[config.mk]
export PLATFORM = sky130hd
export DESIGN_NAME = lpt_xcvr
export DESIGN_NICKNAME = d
export VERILOG_FILES = /design/src/rtl/lpt_pkg.sv /design/src/rtl/lpt_latch.sv /design/src/rtl/lpt_lane.sv /design/src/rtl/lpt_side.sv /design/src/rtl/lpt_xcvr.sv
export SDC_FILE = /design/constraint.sdc
export NUM_CORES = 1
export LEC_CHECK = 0
export ABC_AREA = 1
export BUFFER_PORTS_ARGS = -buffer_cell sky130_fd_sc_hd__buf_2
export CORE_MARGIN = 2
export CORE_UTILIZATION = 30
export CTS_CLUSTER_SIZE = 20
export DETAILED_ROUTE_END_ITERATION = 6
export GPL_TIMING_DRIVEN = 0
export PLACE_DENSITY_LB_ADDON = 0.25
export SLEW_MARGIN = 40
export SYNTH_ARGS = -nofsm -noshare
export SYNTH_HDL_FRONTEND = slang
export SYNTH_SLANG_ARGS = --single-unit
[constraint.sdc]
create_clock -name clk -period 1.84 [get_ports clk]
set_clock_uncertainty 0.2 [all_clocks]
set_input_delay 0.092 -clock clk [delete_from_list [all_inputs] [get_ports clk]]
set_output_delay 0.092 -clock clk [all_outputs]
set_load 0.05 [all_outputs]
[src/rtl/lpt_pkg.sv]
package lpt_pkg;

   typedef enum logic {
      PAR_EVEN = 1'b0,
      PAR_ODD  = 1'b1
   } par_pol_e;

   typedef enum logic {
      PSRC_GEN  = 1'b0,
      PSRC_FEED = 1'b1
   } par_src_e;

   function automatic logic pol_bit(input par_pol_e pol);
      return (pol == PAR_ODD);
   endfunction

endpackage

[src/rtl/lpt_latch.sv]
module lpt_latch #(
   parameter int W = 18
) (
   input  logic         clk,
   input  logic         rst_n,
   input  logic         le,
   input  logic [W-1:0] d,
   output logic [W-1:0] q
);

   logic [W-1:0] held_q;

   always_ff @(posedge clk or negedge rst_n) begin
      if (!rst_n) begin
         held_q <= '0;
      end else if (le) begin
         held_q <= d;
      end
   end

   assign q = le ? d : held_q;

endmodule

[src/rtl/lpt_lane.sv]
module lpt_lane
   import lpt_pkg::*;
#(
   parameter int LANE_W = 8
) (
   input  logic [LANE_W-1:0] d,
   input  logic              p,
   input  par_pol_e          pol,
   input  par_src_e          src,
   output logic              par_o,
   output logic              bad
);

   logic red_x;
   logic gen_p;

   assign red_x = ^d;
   assign gen_p = red_x ^ pol_bit(pol);
   assign par_o = (src == PSRC_FEED) ? p : gen_p;
   assign bad   = red_x ^ p ^ pol_bit(pol);

endmodule

[src/rtl/lpt_side.sv]
module lpt_side
   import lpt_pkg::*;
#(
   parameter int LANE_W = 8,
   parameter int LANES  = 2,
   localparam int DW    = LANE_W * LANES,
   localparam int LW    = DW + LANES
) (
   input  logic             clk,
   input  logic             rst_n,
   input  logic             le,
   input  logic [DW-1:0]    data_i,
   input  logic [LANES-1:0] par_i,
   input  par_pol_e         pol,
   input  par_src_e         src,
   output logic [DW-1:0]    data_o,
   output logic [LANES-1:0] par_o,
   output logic             err_n
);

   logic [LW-1:0]    lat_q;
   logic [DW-1:0]    lat_data;
   logic [LANES-1:0] lat_par;
   logic [LANES-1:0] lane_bad;

   lpt_latch #(.W(LW)) u_lat (
      .clk   (clk),
      .rst_n (rst_n),
      .le    (le),
      .d     ({data_i, par_i}),
      .q     (lat_q)
   );

   assign lat_data = lat_q[LW-1:LANES];
   assign lat_par  = lat_q[LANES-1:0];
   assign data_o   = lat_data;

   for (genvar k = 0; k < LANES; k++) begin : g_lane
      lpt_lane #(.LANE_W(LANE_W)) u_lane (
         .d     (lat_data[k*LANE_W +: LANE_W]),
         .p     (lat_par[k]),
         .pol   (pol),
         .src   (src),
         .par_o (par_o[k]),
         .bad   (lane_bad[k])
      );
   end

   assign err_n = ~(rst_n & (|lane_bad));

endmodule

[src/rtl/lpt_xcvr.sv]
module lpt_xcvr
   import lpt_pkg::*;
#(
   parameter int LANE_W = 8,
   parameter int LANES  = 2,
   localparam int DW    = LANE_W * LANES
) (
   input  logic             clk,
   input  logic             rst_n,
   input  logic             lea,
   input  logic             leb,
   input  logic             oeab_n,
   input  logic             oeba_n,
   input  logic             feed_thru,
   input  logic             odd_sel,
   input  logic [DW-1:0]    a_data_i,
   input  logic [LANES-1:0] a_par_i,
   input  logic [DW-1:0]    b_data_i,
   input  logic [LANES-1:0] b_par_i,
   output logic [DW-1:0]    a_data_o,
   output logic [LANES-1:0] a_par_o,
   output logic             a_oe,
   output logic [DW-1:0]    b_data_o,
   output logic [LANES-1:0] b_par_o,
   output logic             b_oe,
   output logic             err_a_n,
   output logic             err_b_n
);

   if (LANE_W < 1) begin : g_bad_lane_w
      $error("lpt_xcvr: LANE_W must be at least 1");
   end
   if (LANES < 1) begin : g_bad_lanes
      $error("lpt_xcvr: LANES must be at least 1");
   end

   par_pol_e pol;
   par_src_e src;

   assign pol = par_pol_e'(odd_sel);
   assign src = par_src_e'(feed_thru);

   // A-side latch captures the A bus and feeds the B outputs
   lpt_side #(.LANE_W(LANE_W), .LANES(LANES)) u_side_a (
      .clk    (clk),
      .rst_n  (rst_n),
      .le     (lea),
      .data_i (a_data_i),
      .par_i  (a_par_i),
      .pol    (pol),
      .src    (src),
      .data_o (b_data_o),
      .par_o  (b_par_o),
      .err_n  (err_a_n)
   );

   // B-side latch captures the B bus and feeds the A outputs
   lpt_side #(.LANE_W(LANE_W), .LANES(LANES)) u_side_b (
      .clk    (clk),
      .rst_n  (rst_n),
      .le     (leb),
      .data_i (b_data_i),
      .par_i  (b_par_i),
      .pol    (pol),
      .src    (src),
      .data_o (a_data_o),
      .par_o  (a_par_o),
      .err_n  (err_b_n)
   );

   // A-to-B request wins a conflict; reset keeps both pads released
   assign b_oe = rst_n & ~oeab_n;
   assign a_oe = rst_n & ~oeba_n & oeab_n;

endmodule

==> run summary <==
Tcrit/Tclk final - 1.15
Input/output buffers - 80
Yosys top cell by area - dfrtp_1
RSZ-0062 raised after global routing - true
Sequential cell area - 901 sq um
Area grow syn2layout - 46.4%
FP Rows - 34
Drt first-iter violations - 40
Crit path cell chain - nand2_2 -> nand2_2 -> nand2_1 -> nand2_2 -> inv_1 -> nand2_1 -> nand2_2 -> nand2_1 -> nand3_1 -> nand3_1 -> nand2_1 -> nand2_1 -> nand2_2 -> buf_8
Final worst path period need - 2.11 ns
Initial antenna violation count - 0
CTS Root Cell - clkbuf_8
Number of remaining DRC errors - 0
Maximum vdd drop - 346 uV
Syn nets - 487
CP max FO - 3
Vias in the first global route - 2851
Routing usage on met3 - 0.0288
CP endpoint kind - output pin
Status - complete, but fails checks
Avg Inst Size Synth - 6.18 sq um
Final Hold Vio Count - 0
Worst-margin pin slew - 0.372 ns
Ant diodes - 0
Worst Slack Setup Final - -0.268 ns
Sequential share of the synthesized area - 0.329
Non-Filler Instances - 678
Final Power - 0.00285 W
Largest net degree at the start of global routing - 37
Critical path arrival - 1.82 ns
Synth top area share - 0.329
Clock Latency Late Sink - 0.28 ns
FILL cells - 926
PD cells - 712 nW/um^2
CTS Buf Count - 5
Met2 GRT Util - 0.294
Slowest CP cell - dfrtp_1
Die X - 99.5 um
Nets - 613
YS warnings - 0
Core Box Area - 8810 sq um
Worst Hold Class - input pin to register
Clk sinks - 36
Placed Instances - 631
CP Class - register to output pin
Die Ht - 99.5 um
Layout cells sized above 1 - 0.398
Relative max-transition margin - 0.749
WP data required - 1.55 ns
Max incr delay on CP - 0.39 ns
Met1 GRT Util - 0.183
Endpoints failing setup - 6
Busiest grt layer - met2
Yosys cell types - 22
Routed Antenna Nets - 0
Max Cap Viol - 0
DR WL/cell - 11.0 um
DRT Pass-1 Iters - 4
Max Freq - 474 MHz
Post-Synthesis Cells - 443
GRT overflow - 0
Post-DP HPWL - 5210 um
Clock Path Buffers - 2
DR vias - 2948
GRT Total Usage - 0.156
H-tree levels - 2
First-pass GRT wire length - 12600 um
Die Area - 9910 sq um
Failing checks - setup timing
Core Util, Final - 0.455
Top cells by area, synth - dfrtp_1, nand2_1, nand2_2
Final Max Slew Viols - 0
Ports - 84
Number of synthesized register bits - 36
Post-synth EDFFs - 0
Area of the multi-input gates - 1610 sq um
Placer Congestion - 0.849
CTS tree - built
DR vias/cell - 4.35
Clock slew at reported path FFs - 0.08 ns
Leak pwr - 2.33 nW
Initial Util - 0.311
Asr flop ratio synth - 1.00
Worst Setup Start Kind - register
Worst slack, placed - -0.106 ns
Top FF cell, synth - dfrtp_1
Final WL - 7430 um
Synth Cell Area - 2740 sq um
==> worst max-delay path, delay by kind of cell (launching register included) <==
kind | cells | cell delay (ns)
simple gates | 12 | 0.91
buf+inv | 2 | 0.21
flops | 1 | 0.39
==> sequential cells by signal, indices dropped and copies added (netlist names) <==
name and flops:
u_side_a.u_lat.held_q 18, u_side_b.u_lat.held_q 18
==> stage by stage <==
| step | cell area (sq um) | TNS, ns | hold WS, ns |
|---|---|---|---|
| 2_1_floorplan | 2790 | -0.0198 | -0.404 |
| 3_3_place_gp | 3320 | -0.329 | 0.0971 |
| 3_5_place_dp | 3330 | -0.446 | -0.0786 |
| 4_1_cts | 3920 | -1.41 | 0.0103 |
| 5_1_grt | 4010 | -2.31 | 0.0433 |
| 6_report | 4010 | -1.27 | 0.0428 |
==> Yosys cell counts, types with 2 or more instances <==
cell type / instances
inv_1: 53
or2_2: 4
nand2_2: 42
nor2_1: 2
o21ai_0: 7
o21ai_2: 4
buf_6: 7
inv_2: 9
nand2_1: 237
buf_4: 6
nand3_1: 26
dfrtp_1: 36
==> worst paths after layout <==
path | end | slack [ns] | depth (start not counted) | start
max | err_a_n | -0.27 | 14 | u_side_a.u_lat.held_q[15]$_DFF_PN0_
max reg2reg | u_side_a.u_lat.held_q[0]$_DFF_PN0_ | 0.17 | 3 | u_side_a.u_lat.held_q[0]$_DFF_PN0_
min in group asynchronous | u_side_a.u_lat.held_q[16]$_DFF_PN0_ | 0.18 | 3 | rst_n
max in group asynchronous | u_side_b.u_lat.held_q[6]$_DFF_PN0_ | 1.06 | 3 | rst_n
min | u_side_b.u_lat.held_q[0]$_DFF_PN0_ | 0.04 | 4 | b_par_i[0]
min reg2reg | u_side_b.u_lat.held_q[1]$_DFF_PN0_ | 0.38 | 2 | u_side_b.u_lat.held_q[1]$_DFF_PN0_
==> routing by layer <==
metal / part of all wire / vias to the layer above / routed length, um
met4: 0.0092 / 0 / 68
met1: 0.43 / 1319 / 3220
met3: 0.037 / 6 / 275
met5: 0 / - / 0
met2: 0.52 / 61 / 3870
li1: - / 1562 / -
==> report_power, final <==
group / internal [W] / switching, W
clock network: 0.000306 / 0.000288
logic: 0.000492 / 0.000876
registers: 0.000860 / 0.0000291
==> kinds of logic after synthesis <==
| logic type | synth area share |
|---|---|
| flops | 0.329 |
| simple gates | 0.491 |
| buf+inv | 0.152 |
| compound gates | 0.0274 |
==> what timing repair did <==
item,4_1_cts,5_1_grt
pin swaps,15,24
setup buffers,5,0
gates resized for setup,37,34
hold endpoints to repair,69,0
endpoints found under the setup margin,6,6
hold buffers,35,0
==> final cells by class <==
class                   instances  share of cell area
inverters                      64              0.0630
clock buffers                   8              0.0225
flip-flops and latches         36               0.225
well taps                     108              0.0337
repair buffers                120               0.215
plain buffers                  15              0.0390
multi-input cells             327               0.402
==> cell usage in the layout, fill, tap and decap left out, drive strengths merged <==
cell type	Yosys	routed
inv	64	64
nand3	27	27
nand4	1	1
nand3b	1	1
or2	5	5
nor2	2	2
clkbuf	0	8
dlygate4sd3	0	34
o21ai	12	12
nand2	279	279
buf	16	101
dfrtp	36	36
Power figures use the tool's default switching activity.
